## config.mk

```make
export PLATFORM = sky130hd
export DESIGN_NAME = cond_reg_file
export DESIGN_NICKNAME = d
export VERILOG_FILES = /design/src/rtl/cr_pkg.sv /design/src/rtl/cr_write_select.sv /design/src/rtl/cr_nibble_merge.sv /design/src/rtl/cr_store.sv /design/src/rtl/cond_reg_file.sv
export SDC_FILE = /design/constraint.sdc
export NUM_CORES = 1
export LEC_CHECK = 0
export BUFFER_PORTS_ARGS = -buffer_cell sky130_fd_sc_hd__buf_2
export CORE_MARGIN = 1.5
export CORE_UTILIZATION = 42
export DETAILED_ROUTE_END_ITERATION = 8
export GPL_TIMING_DRIVEN = 1
export PLACE_DENSITY = 0.78
export SLEW_MARGIN = 5
export SYNTH_ARGS = -nofsm -noshare
export SYNTH_HDL_FRONTEND = slang
export SYNTH_SLANG_ARGS = --single-unit
```

## constraint.sdc

```tcl
create_clock -name clk -period 1.98 [get_ports clk]
set_clock_uncertainty 0.15 [all_clocks]
set_input_delay 0.297 -clock clk [delete_from_list [all_inputs] [get_ports clk]]
set_output_delay 0.297 -clock clk [all_outputs]
set_load 0.005 [all_outputs]
```

## src/rtl/cr_pkg.sv

```systemverilog
package cr_pkg;
  localparam int CR_WIDTH_DEF = 32;
  localparam int CR_NIB_DEF   = 4;

  typedef enum logic [1:0] {
    SRC_NONE = 2'd0,
    SRC_A    = 2'd1,
    SRC_B    = 2'd2
  } cr_src_e;
endpackage

```

## src/rtl/cr_write_select.sv

```systemverilog
module cr_write_select
  import cr_pkg::*;
#(
  parameter int WIDTH = CR_WIDTH_DEF,
  parameter int NIB   = CR_NIB_DEF,
  localparam int NUM  = WIDTH / NIB
) (
  input  logic             clk,
  input  logic             rst,
  input  logic [NUM-1:0]   a_mask,
  input  logic [WIDTH-1:0] a_data,
  input  logic [NUM-1:0]   b_mask,
  input  logic [WIDTH-1:0] b_data,
  output logic [NUM-1:0]   sel_mask,
  output logic [WIDTH-1:0] sel_data,
  output logic             clash_q
);
  cr_src_e src;
  logic    a_req, b_req;

  assign a_req = |a_mask;
  assign b_req = |b_mask;

  always_comb begin
    if (a_req)      src = SRC_A;
    else if (b_req) src = SRC_B;
    else            src = SRC_NONE;
  end

  always_comb begin
    unique case (src)
      SRC_A:   begin sel_mask = a_mask; sel_data = a_data; end
      SRC_B:   begin sel_mask = b_mask; sel_data = b_data; end
      default: begin sel_mask = '0;     sel_data = '0;     end
    endcase
  end

  always_ff @(posedge clk) begin
    if (rst) clash_q <= 1'b0;
    else     clash_q <= a_req & b_req;
  end
endmodule

```

## src/rtl/cr_nibble_merge.sv

```systemverilog
module cr_nibble_merge
  import cr_pkg::*;
#(
  parameter int WIDTH = CR_WIDTH_DEF,
  parameter int NIB   = CR_NIB_DEF,
  localparam int NUM  = WIDTH / NIB
) (
  input  logic [WIDTH-1:0] base,
  input  logic [WIDTH-1:0] wdata,
  input  logic [NUM-1:0]   mask,
  output logic [WIDTH-1:0] merged
);
  for (genvar g = 0; g < NUM; g++) begin : g_nib
    assign merged[g*NIB +: NIB] = mask[g] ? wdata[g*NIB +: NIB] : base[g*NIB +: NIB];
  end
endmodule

```

## src/rtl/cr_store.sv

```systemverilog
module cr_store
  import cr_pkg::*;
#(
  parameter int WIDTH = CR_WIDTH_DEF
) (
  input  logic             clk,
  input  logic             rst,
  input  logic [WIDTH-1:0] d,
  output logic [WIDTH-1:0] q
);
  always_ff @(posedge clk) begin
    if (rst) q <= '0;
    else     q <= d;
  end
endmodule

```

## src/rtl/cond_reg_file.sv

```systemverilog
module cond_reg_file
  import cr_pkg::*;
#(
  parameter int WIDTH = CR_WIDTH_DEF,
  parameter int NIB   = CR_NIB_DEF,
  localparam int NUM  = WIDTH / NIB
) (
  input  logic             clk,
  input  logic             rst,
  input  logic [NUM-1:0]   wa_mask,
  input  logic [WIDTH-1:0] wa_data,
  input  logic [NUM-1:0]   wb_mask,
  input  logic [WIDTH-1:0] wb_data,
  output logic [WIDTH-1:0] rd_data,
  output logic             collision
);
  logic [NUM-1:0]   sel_mask;
  logic [WIDTH-1:0] sel_data;
  logic [WIDTH-1:0] stored;
  logic [WIDTH-1:0] merged;

  cr_write_select #(.WIDTH(WIDTH), .NIB(NIB)) sel_i (
    .clk(clk), .rst(rst),
    .a_mask(wa_mask), .a_data(wa_data),
    .b_mask(wb_mask), .b_data(wb_data),
    .sel_mask(sel_mask), .sel_data(sel_data),
    .clash_q(collision)
  );

  cr_nibble_merge #(.WIDTH(WIDTH), .NIB(NIB)) merge_i (
    .base(stored), .wdata(sel_data), .mask(sel_mask), .merged(merged)
  );

  cr_store #(.WIDTH(WIDTH)) store_i (
    .clk(clk), .rst(rst), .d(merged), .q(stored)
  );

  assign rd_data = merged;

  // Bit-level views of the nibble masks, used by the checks below
  logic [WIDTH-1:0] a_bits, sel_bits;
  logic             any_req;
  for (genvar g = 0; g < NUM; g++) begin : g_bits
    assign a_bits[g*NIB +: NIB]   = {NIB{wa_mask[g]}};
    assign sel_bits[g*NIB +: NIB] = {NIB{sel_mask[g]}};
  end
  assign any_req = (|wa_mask) | (|wb_mask);

  assert_reset_zero_R1: assert property (@(posedge clk)
    rst ##1 (!rst && !any_req) |-> (rd_data == '0));

  assert_a_lands_R3: assert property (@(posedge clk) disable iff (rst)
    (|wa_mask) ##1 (!any_req) |-> ((rd_data & $past(a_bits)) == ($past(wa_data) & $past(a_bits))));

  assert_unmasked_kept_R4: assert property (@(posedge clk) disable iff (rst)
    any_req ##1 (!any_req) |-> ((rd_data & ~$past(sel_bits)) == ($past(rd_data) & ~$past(sel_bits))));

  assert_idle_hold_R5: assert property (@(posedge clk) disable iff (rst)
    (!any_req) ##1 (!any_req) |-> $stable(rd_data));

  assert_clash_flag_R6: assert property (@(posedge clk) disable iff (rst)
    ((|wa_mask) && (|wb_mask)) |=> collision);

  assert_clash_quiet_R6: assert property (@(posedge clk) disable iff (rst)
    !((|wa_mask) && (|wb_mask)) |=> !collision);
endmodule

```

Word level (Yosys, flattened, before mapping) --
Cells that the tools add are included.
Cells by class: muxes and demuxes 12, equal/unequal tests 2, reductions and logical operators 2, bitwise logic cells 1
Operators by type and width (number):
- $pmux 32 s2 | 1
- $mux 4 | 8
- $pmux 8 s2 | 1
- $reduce_or 8->1 | 2
- $mux 2 | 2
- $eq 2x1->1 const B | 1
- $eq 2x2->1 const B | 1
- $and 1x1->1 | 1
Storage, ports and cells: logic and storage cells 19, register bits 33, input bits 82

Longest topological paths before layout --
Gate-level depths: netlist (run 1).
word-level depth 6, gate-level depth with buffers 5, mapped depth without buffers 3

Modules after synthesis --
Synthesis (run 1) repeated with hierarchy kept, for this count alone.
Second synthesis, totals: cell total of the unflattened synthesis 155, area total of the unflattened synthesis 1699.1 µm²
By module, submodules not included:
- cr_store | area an instance 863.3 µm², seq. area each 640.6 µm², times used 1, cells an instance 67
- cr_write_select | area an instance 475.5 µm², seq. area each 20.0 µm², times used 1, cells an instance 56
- cr_nibble_merge | area an instance 360.3 µm², seq. area each 0.0 µm², times used 1, cells an instance 32

Least setup slack after synthesis (run 1) --
No wires, ideal clock.
path kind input-to-output, from in wb_mask[4], to out rd_data[1], setup slack -0.010 ns, required time 1.533 ns, stages on the path 5, path buffers 2, arrival time 1.543 ns, cell sequence or4_1 > clkbuf_1 > clkbuf_1 > o2111ai_1 > a31oi_1
On the way: cells in the longest elaborated chain, start to end 6
RTL lines:
- start: declaration | line cond_reg_file.sv:12 | input logic [NUM-1:0] wb_mask,
- $reduce_or 8->1 (*) | line cr_write_select.sv:22 | assign b_req = |b_mask;
- $mux 2 (*) | line cr_write_select.sv:26 | else if (b_req) src = SRC_B;
- $mux 2 (*) | line cr_write_select.sv:25 | if (a_req) src = SRC_A;
- $eq 2x2->1 or $eq 2x1->1 (tied branches) | line cr_write_select.sv:31 | unique case (src)
- $pmux 32 s2 or $pmux 8 s2 (tied branches) | line cr_write_select.sv:31
- $mux 4 (*) | line cr_nibble_merge.sv:14 | assign merged[g*NIB +: NIB] = mask[g] ? wdata[g*NIB +: NIB] : base[g*NIB +: NIB];
- end: declaration | line cond_reg_file.sv:14 | output logic [WIDTH-1:0] rd_data,
Mark *: on every way between the ends. The rest lies on a longest branch, timed or not.

Worst setup path in the final report (run 1) --
from in wb_mask[4], to out rd_data[27]
The elaborated chain is that of the path after synthesis.

==> report_table.html, run 1 <==
<table>
<tr><th>Metric</th><th>Value</th></tr>
<tr><th colspan="2">Critical path</th></tr>
<tr><td>Capturing element type of the critical path</td><td>output port</td></tr>
<tr><td>Type of origin of the critical path</td><td>input pin</td></tr>
<tr><td>Critical Path Fanout Max</td><td>12</td></tr>
<tr><td>Capturing point of the worst reg2reg path</td><td>store_i.q[27]</td></tr>
<tr><td>Reg2reg setup slack</td><td>roughly 0.70 ns</td></tr>
<tr><td>Critical path data arrival time</td><td>approximately 1.8 ns</td></tr>
<tr><td>Cell depth of the worst flop-to-flop path</td><td>3</td></tr>
<tr><td>Origin of the critical flop-to-flop path</td><td>store_i.q[27]</td></tr>
<tr><td>Setup crit start</td><td>wb_mask[4]</td></tr>
<tr><td>WP data required</td><td>roughly 1.5 ns</td></tr>
<tr><td>Critical path type</td><td>input pin to output port</td></tr>
<tr><td>Worst setup path endpoint</td><td>rd_data[27]</td></tr>
<tr><th colspan="2">Floorplan</th></tr>
<tr><td>Placeable Area</td><td>between 0.005 and 0.006 mm2</td></tr>
<tr><td>Die ar.</td><td>slightly below 0.006 mm2</td></tr>
<tr><td>Height of the chip</td><td>76.59 um</td></tr>
<tr><td>Width of the die</td><td>approximately 77 um</td></tr>
<tr><td>I/O Pins</td><td>~120</td></tr>
<tr><td>Count of standard-cell rows</td><td>26</td></tr>
<tr><td>Starting utilization of the core area</td><td>between 40% and 50%</td></tr>
<tr><th colspan="2">Route</th></tr>
<tr><td>Total Routed Length</td><td>approximately 12,000 um</td></tr>
<tr><td>Average vias per placed instance</td><td>between 6 and 7</td></tr>
<tr><td>First-pass DRT Iterations</td><td>5</td></tr>
<tr><td>Remaining routing DRC violations</td><td>0</td></tr>
<tr><td>Iter 0 DRT Violations</td><td>~420</td></tr>
<tr><td>Post-route antenna net violation count</td><td>0</td></tr>
<tr><td>Average wire per cell in the routed design</td><td>between 20 and 25 um</td></tr>
<tr><td>Vias</td><td>between 3,000 and 4,000</td></tr>
<tr><th colspan="2">Synth</th></tr>
<tr><td>Proportion of synthesized flip-flops having asynchronous set or reset</td><td>0%</td></tr>
<tr><td>Combined area of all synthesized cells</td><td>0.002275 mm2</td></tr>
<tr><td>Number of instances in the synthesized netlist</td><td>approximately 250</td></tr>
<tr><td>Combinational family with the most area after synthesis</td><td>compound AO/OA/AOI/OAI gates</td></tr>
<tr><td>Number of distinct library cells after synthesis</td><td>21</td></tr>
<tr><td>Total of flip-flops plus latches after synthesis</td><td>33</td></tr>
<tr><td>Multiplexer share of the synthesized area</td><td>0%</td></tr>
<tr><td>Adder-Cell Fraction of Synth Area</td><td>0%</td></tr>
<tr><td>Sequential cell area fraction in the yosys report</td><td>~29%</td></tr>
<tr><td>Xor/xnor cell area share of the yosys netlist</td><td>0%</td></tr>
<tr><td>Post-synth EDFFs</td><td>0</td></tr>
<tr><td>Compound-cell area share of the yosys netlist</td><td>a little over half</td></tr>
<tr><td>Simple-gate share of the synthesized area</td><td>approximately 8%</td></tr>
<tr><td>Most used flip-flop cell after synthesis</td><td>sky130_fd_sc_hd__dfxtp_1</td></tr>
<tr><td>Nets in the synthesized netlist</td><td>approximately 330</td></tr>
<tr><td>Synth Warn #</td><td>0</td></tr>
<tr><td>Synthesized area divided by synthesized cell count</td><td>9.062 um2</td></tr>
<tr><th colspan="2">Cells and area</th></tr>
<tr><td>Total area of sequential cells</td><td>660.6 um2</td></tr>
<tr><td>Filler cell count</td><td>~300</td></tr>
<tr><td>Final net count</td><td>between 500 and 600</td></tr>
<tr><td>Layout cell share with drive strength beyond 1</td><td>around two thirds</td></tr>
<tr><td>Area of the multi-input gates</td><td>about 0.0019 mm2</td></tr>
<tr><td>Leading cell type in the layout, fill and taps excluded</td><td>sky130_fd_sc_hd__buf_2</td></tr>
<tr><td>Final standard cell utilization of the core</td><td>roughly four fifths</td></tr>
<tr><td>Area delta synth-&gt;final</td><td>85.92%</td></tr>
<tr><td>Commonest cells after routing, fill and taps aside</td><td>sky130_fd_sc_hd__buf_2 (112), sky130_fd_sc_hd__buf_4 (74), sky130_fd_sc_hd__dfxtp_1 (33)</td></tr>
<tr><th colspan="2">STA</th></tr>
<tr><td>Setup repair after global routing missed its margin</td><td>true</td></tr>
<tr><td>Worst Max-Slew Pin Slew</td><td>0.7749 ns</td></tr>
<tr><td>Remaining max-slew budget at the tightest pin</td><td>about half</td></tr>
<tr><td>Number of max-slew violations in the final report</td><td>0</td></tr>
<tr><td>Maximum clock frequency</td><td>452.3 MHz</td></tr>
<tr><td>Post-route worst setup slack</td><td>-0.2310 ns</td></tr>
<tr><td>Minimum period implied by the final worst setup slack</td><td>~2.2 ns</td></tr>
<tr><td>Share of the clock period used by the worst path</td><td>111.7%</td></tr>
<tr><td>Hold slack final</td><td>approximately 0.15 ns</td></tr>
<tr><td>Setup Viol. Count Final</td><td>32</td></tr>
<tr><td>Hold Violations, Final</td><td>0</td></tr>
<tr><th colspan="2">GRT</th></tr>
<tr><td>Global-route wire length before repair</td><td>~16,000 um</td></tr>
<tr><td>Antenna violations before repair</td><td>1</td></tr>
<tr><td>Vias in the first global route</td><td>~3,300</td></tr>
<tr><td>Global route overflow</td><td>0</td></tr>
<tr><td>Total Routing Usage GR</td><td>between 30% and 40%</td></tr>
<tr><td>Maximum number of pins on one net before global-route repair</td><td>34</td></tr>
<tr><th colspan="2">Clocking</th></tr>
<tr><td>Clk sinks</td><td>33</td></tr>
<tr><td>Clock tree from TritonCTS</td><td>built</td></tr>
<tr><td>H-tree levels</td><td>2</td></tr>
<tr><td>Cts bufs inserted</td><td>5</td></tr>
<tr><td>Clock root buffer master</td><td>sky130_fd_sc_hd__clkbuf_8</td></tr>
<tr><td>Clock insertion delay at the later pin of the skew report</td><td>a little under 0.3 ns</td></tr>
<tr><td>Maximum count of clock buffers along a single path</td><td>2</td></tr>
<tr><td>Clock transition at path regs</td><td>~0.070 ns</td></tr>
<tr><th colspan="2">Run</th></tr>
<tr><td>Number of max-cap violations</td><td>0</td></tr>
<tr><th colspan="2">Run status</th></tr>
<tr><td>Run status</td><td>complete, but fails checks</td></tr>
<tr><td>Violated checks</td><td>negative setup slack</td></tr>
<tr><th colspan="2">Pwr</th></tr>
<tr><td>PwrDens</td><td>462.2 mW/mm2</td></tr>
<tr><td>Max VDD drop</td><td>about 280 uV</td></tr>
<tr><td>Lkg Pwr</td><td>between 1.5 and 2 nW</td></tr>
<tr><th colspan="2">Hold path</th></tr>
<tr><td>Launch instance of the worst min-delay path</td><td>wb_data[28]</td></tr>
<tr><td>Kind of path behind the tightest hold check</td><td>input pin to register</td></tr>
<tr><th colspan="2">Placed design</th></tr>
<tr><td>GPL Wtd Cong</td><td>~0.84</td></tr>
<tr><td>Post-placement setup slack</td><td>-0.2593 ns</td></tr>
<tr><td>Port buffer count</td><td>about 110</td></tr>
<tr><td>HPWL after DPL</td><td>roughly 6300 um</td></tr>
</table>
==> sequential cells by signal, summed over array words and instances, names as in the netlist <==
register       cells
sel_i.clash_q      1
store_i.q         32
==> stage by stage <==
stage / total power [mW] / std cells / TNS [ns] / cell area (um2)
5_1_grt: 2.004 / 505 / -5.905 / 4229
3_5_place_dp: 1.249 / 482 / -6.077 / 3393
6_report: 1.955 / 505 / -5.020 / 4229
4_1_cts: 1.878 / 502 / -3.238 / 3974
2_1_floorplan: 0.9752 / 251 / -0.03352 / 2281
3_3_place_gp: 1.236 / 482 / -4.828 / 3393
==> worst min path at each step <==
stage | depth (start not counted) | end
2_1_floorplan | 2 | store_i.q[30]
3_3_place_gp | 2 | store_i.q[15]
3_5_place_dp | 2 | store_i.q[11]
4_1_cts | 3 | store_i.q[17]
5_1_grt | 3 | store_i.q[0]
6_report | 3 | store_i.q[28]
==> layer usage <==
layer,up-vias,wire [um],GRT usage [%],part of all wire [%]
li1,1493,-,-,-
met2,283,5623,60.18,47
met3,81,1063,5.629,9.0
met5,-,0,0,0
met4,0,699,16.85,5.9
met1,1663,4481,40.51,38
==> synth_stat cells (5+ instances only) <==
library cell                instances  area share [%]
sky130_fd_sc_hd__a311oi_2           8             5.3
sky130_fd_sc_hd__nand2_1            8             1.3
sky130_fd_sc_hd__dfxtp_1           33              29
sky130_fd_sc_hd__a211oi_1          33              11
sky130_fd_sc_hd__o2111ai_1         32              12
sky130_fd_sc_hd__buf_2              9             2.0
sky130_fd_sc_hd__nor4b_1            7             2.7
sky130_fd_sc_hd__buf_6              5             2.5
sky130_fd_sc_hd__clkbuf_1          15             2.5
sky130_fd_sc_hd__a311oi_1          24             9.2
sky130_fd_sc_hd__o21ai_1           20             4.4
sky130_fd_sc_hd__a31oi_1           32             8.8
sky130_fd_sc_hd__a21o_1             7             2.3
==> report_power, final <==
group	leakage [nW]	switching [mW]	internal, mW	total (mW)
sequential	0.274	0.0171	0.710	0.727
combinational	1.24	0.338	0.308	0.646
clock	0.0542	0.268	0.314	0.582
==> kinds of logic (layout without fill, tap and decap cells) <==
logic type	Yosys count	count (layout)
compound gates	161	161
other cells	0	1
buf+inv	34	217
flops	33	33
simple gates	23	23
==> area by class of cell <==
cell class	count	share of cell area (%)
well taps	70	2.071
flip-flops and latches	33	15.62
multi-input cells	184	44.56
repair buffers	209	35.30
diodes	1	0.05917
clock buffers	7	2.278
clock inverters	1	0.1183
==> timing repair <==
action	4_1_cts	5_1_grt
hold buffers	0	0
gates resized for setup	62	36
pin swaps	8	12
cloned	6	3
endpoints found under the setup margin	32	32
setup buffers	6	1
==> critical path, cell delays in order <==
cell and delay [ns]:
sky130_fd_sc_hd__buf_6 0.10, sky130_fd_sc_hd__or4_4 0.61, sky130_fd_sc_hd__buf_12 0.20, sky130_fd_sc_hd__o2111ai_2 0.26
sky130_fd_sc_hd__a31oi_2 0.13, sky130_fd_sc_hd__buf_2 0.17
(Power assumes the default switching activity.)
==> run 2, diff against run 1 <==
Settings changed: PLACE_DENSITY 0.78 to unset, PLACE_DENSITY_LB_ADDON set to 0.3.
==> report_table.html, run 2 (synthesis gave the netlist of run 1 again) <==
<table>
<tr><th>Metric</th><th>Value</th></tr>
<tr><th colspan="2">Cells and area</th></tr>
<tr><td>Max FFs per register</td><td>32 (unchanged)</td></tr>
<tr><td>Largest registers</td><td>store_i.q (32), sel_i.clash_q (1) (unchanged)</td></tr>
<tr><td>Commonest cells after routing, fill and taps aside</td><td>sky130_fd_sc_hd__buf_2 (112), sky130_fd_sc_hd__buf_4 (67), sky130_fd_sc_hd__a211oi_1 (33), sky130_fd_sc_hd__dfxtp_1 (33), sky130_fd_sc_hd__a31oi_1 (30) (was sky130_fd_sc_hd__buf_2 (112), sky130_fd_sc_hd__buf_4 (74), sky130_fd_sc_hd__dfxtp_1 (33))</td></tr>
<tr><td>Final net count</td><td>504 (was 515)</td></tr>
<tr><td>Area delta synth-&gt;final</td><td>77.78% (was 85.92%)</td></tr>
<tr><td>Leading cell type in the layout, fill and taps excluded</td><td>sky130_fd_sc_hd__buf_2 (unchanged)</td></tr>
<tr><td>Layout cell share with drive strength beyond 1</td><td>63.83% (was 67.28%)</td></tr>
<tr><td>Final design instance area without fill</td><td>0.004044 mm2 (was 0.004229 mm2)</td></tr>
<tr><td>Ant diodes</td><td>0 (was 1)</td></tr>
<tr><td>Register with the most flip-flops</td><td>store_i.q (unchanged)</td></tr>
<tr><th colspan="2">GRT</th></tr>
<tr><td>Vias in the first global route</td><td>3,016 (was 3,305)</td></tr>
<tr><td>Global-route wire length before repair</td><td>14,660 um (was 16,100 um)</td></tr>
<tr><td>Global-route met2 utilization</td><td>54.91% (was 60.18%)</td></tr>
<tr><td>Antenna violations before repair</td><td>0 (was 1)</td></tr>
<tr><td>Met1 capacity usage during global routing</td><td>37.83% (was 40.51%)</td></tr>
<tr><td>GRT met3 Usage</td><td>6.707% (was 5.629%)</td></tr>
<tr><td>Global route overflow</td><td>0 (unchanged)</td></tr>
<tr><td>Maximum number of pins on one net before global-route repair</td><td>34 (unchanged)</td></tr>
<tr><td>Layer carrying the most global-route usage</td><td>met2 (unchanged)</td></tr>
<tr><td>Total Routing Usage GR</td><td>31.18% (was 34.39%)</td></tr>
<tr><th colspan="2">Critical path</th></tr>
<tr><td>Capturing point of the worst reg2reg path</td><td>store_i.q[9] (was store_i.q[27])</td></tr>
<tr><td>Cell depth of the worst flop-to-flop path</td><td>3 (unchanged)</td></tr>
<tr><td>Critical Path Fanout Max</td><td>12 (unchanged)</td></tr>
<tr><td>Reg2reg setup slack</td><td>0.88 ns (was 0.70 ns)</td></tr>
<tr><td>Capturing element type of the critical path</td><td>output port (unchanged)</td></tr>
<tr><td>WP data required</td><td>1.53 ns (about the same)</td></tr>
<tr><td>Critical path type</td><td>input pin to output port (unchanged)</td></tr>
<tr><td>Critical path data arrival time</td><td>1.69 ns (was 1.76 ns)</td></tr>
<tr><td>Type of origin of the critical path</td><td>input pin (unchanged)</td></tr>
<tr><td>Origin of the critical flop-to-flop path</td><td>store_i.q[9] (was store_i.q[27])</td></tr>
<tr><th colspan="2">Placed design</th></tr>
<tr><td>GPL Wtd Cong</td><td>0.8234 (was 0.8353)</td></tr>
<tr><td>Port buffer count</td><td>114 (unchanged)</td></tr>
<tr><td>Post-placement setup slack</td><td>-0.2324 ns (was -0.2593 ns)</td></tr>
<tr><td>HPWL after DPL</td><td>6157 um (was 6323 um)</td></tr>
<tr><td>Placed standard-cell area</td><td>0.003336 mm2 (was 0.003393 mm2)</td></tr>
<tr><th colspan="2">Run</th></tr>
<tr><td>Number of max-cap violations</td><td>0 (unchanged)</td></tr>
<tr><th colspan="2">STA</th></tr>
<tr><td>Setup repair after global routing missed its margin</td><td>true (unchanged)</td></tr>
<tr><td>Minimum period implied by the final worst setup slack</td><td>2.136 ns (was 2.211 ns)</td></tr>
<tr><td>Setup Viol. Count Final</td><td>32 (unchanged)</td></tr>
<tr><td>Maximum clock frequency</td><td>468.2 MHz (was 452.3 MHz)</td></tr>
<tr><td>Hold Violations, Final</td><td>0 (unchanged)</td></tr>
<tr><td>Worst Max-Slew Pin Slew</td><td>0.7961 ns (was 0.7749 ns)</td></tr>
<tr><td>Remaining max-slew budget at the tightest pin</td><td>46.93% (was 48.34%)</td></tr>
<tr><td>Number of max-slew violations in the final report</td><td>0 (unchanged)</td></tr>
<tr><td>Post-route worst setup slack</td><td>-0.1557 ns (was -0.2310 ns)</td></tr>
<tr><td>Share of the clock period used by the worst path</td><td>107.9% (was 111.7%)</td></tr>
<tr><th colspan="2">Floorplan</th></tr>
<tr><td>Die ar.</td><td>0.005866 mm2 (unchanged)</td></tr>
<tr><td>I/O Pins</td><td>115 (unchanged)</td></tr>
<tr><td>Count of standard-cell rows</td><td>26 (unchanged)</td></tr>
<tr><td>Placeable Area</td><td>0.005172 mm2 (unchanged)</td></tr>
<tr><td>Height of the chip</td><td>76.59 um (unchanged)</td></tr>
<tr><td>Starting utilization of the core area</td><td>43.98% (unchanged)</td></tr>
<tr><td>Width of the die</td><td>76.59 um (unchanged)</td></tr>
<tr><th colspan="2">Pwr</th></tr>
<tr><td>Switching Share</td><td>32.51% (was 31.83%)</td></tr>
<tr><td>PwrDens</td><td>456.1 mW/mm2 (was 462.2 mW/mm2)</td></tr>
<tr><td>Part of the power in combinational logic</td><td>32.6% (was 33.0%)</td></tr>
<tr><td>Internal power</td><td>1.245 mW (was 1.332 mW)</td></tr>
<tr><td>Lkg Pwr</td><td>1.501 nW (was 1.572 nW)</td></tr>
<tr><td>Sequential share of power</td><td>39.2% (was 37.2%)</td></tr>
<tr><td>Max VDD drop</td><td>276.7 uV (was 276.8 uV)</td></tr>
<tr><td>Switching Power</td><td>0.5996 mW (was 0.6222 mW)</td></tr>
<tr><td>Share of total power in the clock network</td><td>28.2% (was 29.8%)</td></tr>
<tr><th colspan="2">Clocking</th></tr>
<tr><td>Cts bufs inserted</td><td>5 (unchanged)</td></tr>
<tr><td>Clk sinks</td><td>33 (unchanged)</td></tr>
<tr><td>Clock root buffer master</td><td>sky130_fd_sc_hd__clkbuf_8 (unchanged)</td></tr>
<tr><td>Cts-stage hold buffer count</td><td>0 (unchanged)</td></tr>
<tr><td>Clock insertion delay at the later pin of the skew report</td><td>0.30 ns (was 0.29 ns)</td></tr>
<tr><td>Clock transition at path regs</td><td>0.08 ns (was 0.07 ns)</td></tr>
<tr><td>Clock tree from TritonCTS</td><td>built (unchanged)</td></tr>
<tr><td>H-tree levels</td><td>2 (unchanged)</td></tr>
<tr><td>Maximum count of clock buffers along a single path</td><td>2 (unchanged)</td></tr>
<tr><th colspan="2">Route</th></tr>
<tr><td>First-pass DRT Iterations</td><td>5 (unchanged)</td></tr>
<tr><td>Remaining routing DRC violations</td><td>0 (unchanged)</td></tr>
<tr><td>Vias</td><td>3,265 (was 3,520)</td></tr>
<tr><td>Average vias per placed instance</td><td>6.623 (was 6.970)</td></tr>
<tr><td>Post-route antenna net violation count</td><td>0 (unchanged)</td></tr>
<tr><td>Iter 0 DRT Violations</td><td>304 (was 424)</td></tr>
<tr><td>Total Routed Length</td><td>10,040 um (was 11,870 um)</td></tr>
<tr><td>Average wire per cell in the routed design</td><td>20.37 um (was 23.50 um)</td></tr>
<tr><th colspan="2">Hold path</th></tr>
<tr><td>Launch instance of the worst min-delay path</td><td>wa_data[1] (was wb_data[28])</td></tr>
<tr><td>Worst hold path cell count</td><td>3 (unchanged)</td></tr>
<tr><td>Worst Hold Endpoint</td><td>store_i.q[1] (was store_i.q[28])</td></tr>
<tr><td>Kind of path behind the tightest hold check</td><td>input pin to register (unchanged)</td></tr>
<tr><th colspan="2">Run status</th></tr>
<tr><td>Violated checks</td><td>negative setup slack (unchanged)</td></tr>
<tr><td>Run status</td><td>complete, but fails checks (unchanged)</td></tr>
</table>
## run 2: changes by cell type in the layout (fill, tap and decap cells not counted), sizes merged
cell,delta
bufbuf,-1
buf,-11
diode,-1
clkinv,+1
## run 2: what timing repair did
item	in CTS	in global routing
setup buffers	3	1
pin swaps	4	5
endpoints found under the setup margin	32	32
cloned	3	2
resized for setup	53	38
## run 2: worst max-delay path, stage by stage
cell                        delay (ns)
sky130_fd_sc_hd__buf_2            0.11
sky130_fd_sc_hd__or4_4            0.59
sky130_fd_sc_hd__buf_12           0.19
sky130_fd_sc_hd__o2111ai_2        0.22
sky130_fd_sc_hd__a31oi_1          0.14
sky130_fd_sc_hd__buf_2            0.14
## run 2: cell type report
type / count / area [um2]
clock inverters: 2 / 10.01
flip-flops and latches: 33 / 660.6
repair buffers: 198 / 1394
fillers: 344 / 1129
clock buffers: 6 / 72.57
well taps: 70 / 87.58
multi-input cells: 184 / 1819
## run 2: per-layer routing
layer  part of all wire, %  wire length (um)  up-vias
li1                      -                 -     1469
met1                    40              3985     1582
met2                    50              5051      189
met3                   8.0               804       25
met4                   2.0               201        0
met5                     0                 0        -
## run 2: metrics by stage
step / power, mW / setup TNS (ns) / hold slack (ns) / utilization (%) / cells
6_report: 1.844 / -3.655 / 0.1378 / 78.18 / 493
5_1_grt: 1.912 / -5.250 / 0.1503 / 78.18 / 493
4_1_cts: 1.774 / -2.737 / 0.1407 / 72.52 / 490
3_5_place_dp: 1.236 / -5.165 / 0.4597 / 64.49 / 476
3_3_place_gp: 1.226 / -4.364 / 0.4448 / 64.49 / 476
2_1_floorplan: 0.9752 / -0.03352 / 0.3477 / - / 251
## run 2: worst max-delay path by stage
| stage | startpoint | slack, ns | cells past startpoint | end |
|---|---|---|---|---|
| floorplan | wb_mask[4] | -0.01 | 5 | rd_data[1] |
| global placement | wb_mask[4] | -0.19 | 6 | rd_data[0] |
| detailed placement | wb_mask[4] | -0.23 | 6 | rd_data[0] |
| CTS | wb_mask[4] | -0.11 | 6 | rd_data[1] |
| global route | wb_mask[0] | -0.21 | 6 | rd_data[0] |
| finish | wb_mask[5] | -0.16 | 6 | rd_data[7] |
## run 2: power groups by stage
stage / Sequential (mW) / Combinational (mW) / Clock, mW
5_1_grt: 0.726 / 0.641 / 0.545
2_1_floorplan: 0.733 / 0.242 / 0
3_5_place_dp: 0.737 / 0.499 / 0
3_3_place_gp: 0.735 / 0.491 / 0
6_report: 0.723 / 0.600 / 0.520
4_1_cts: 0.722 / 0.543 / 0.509
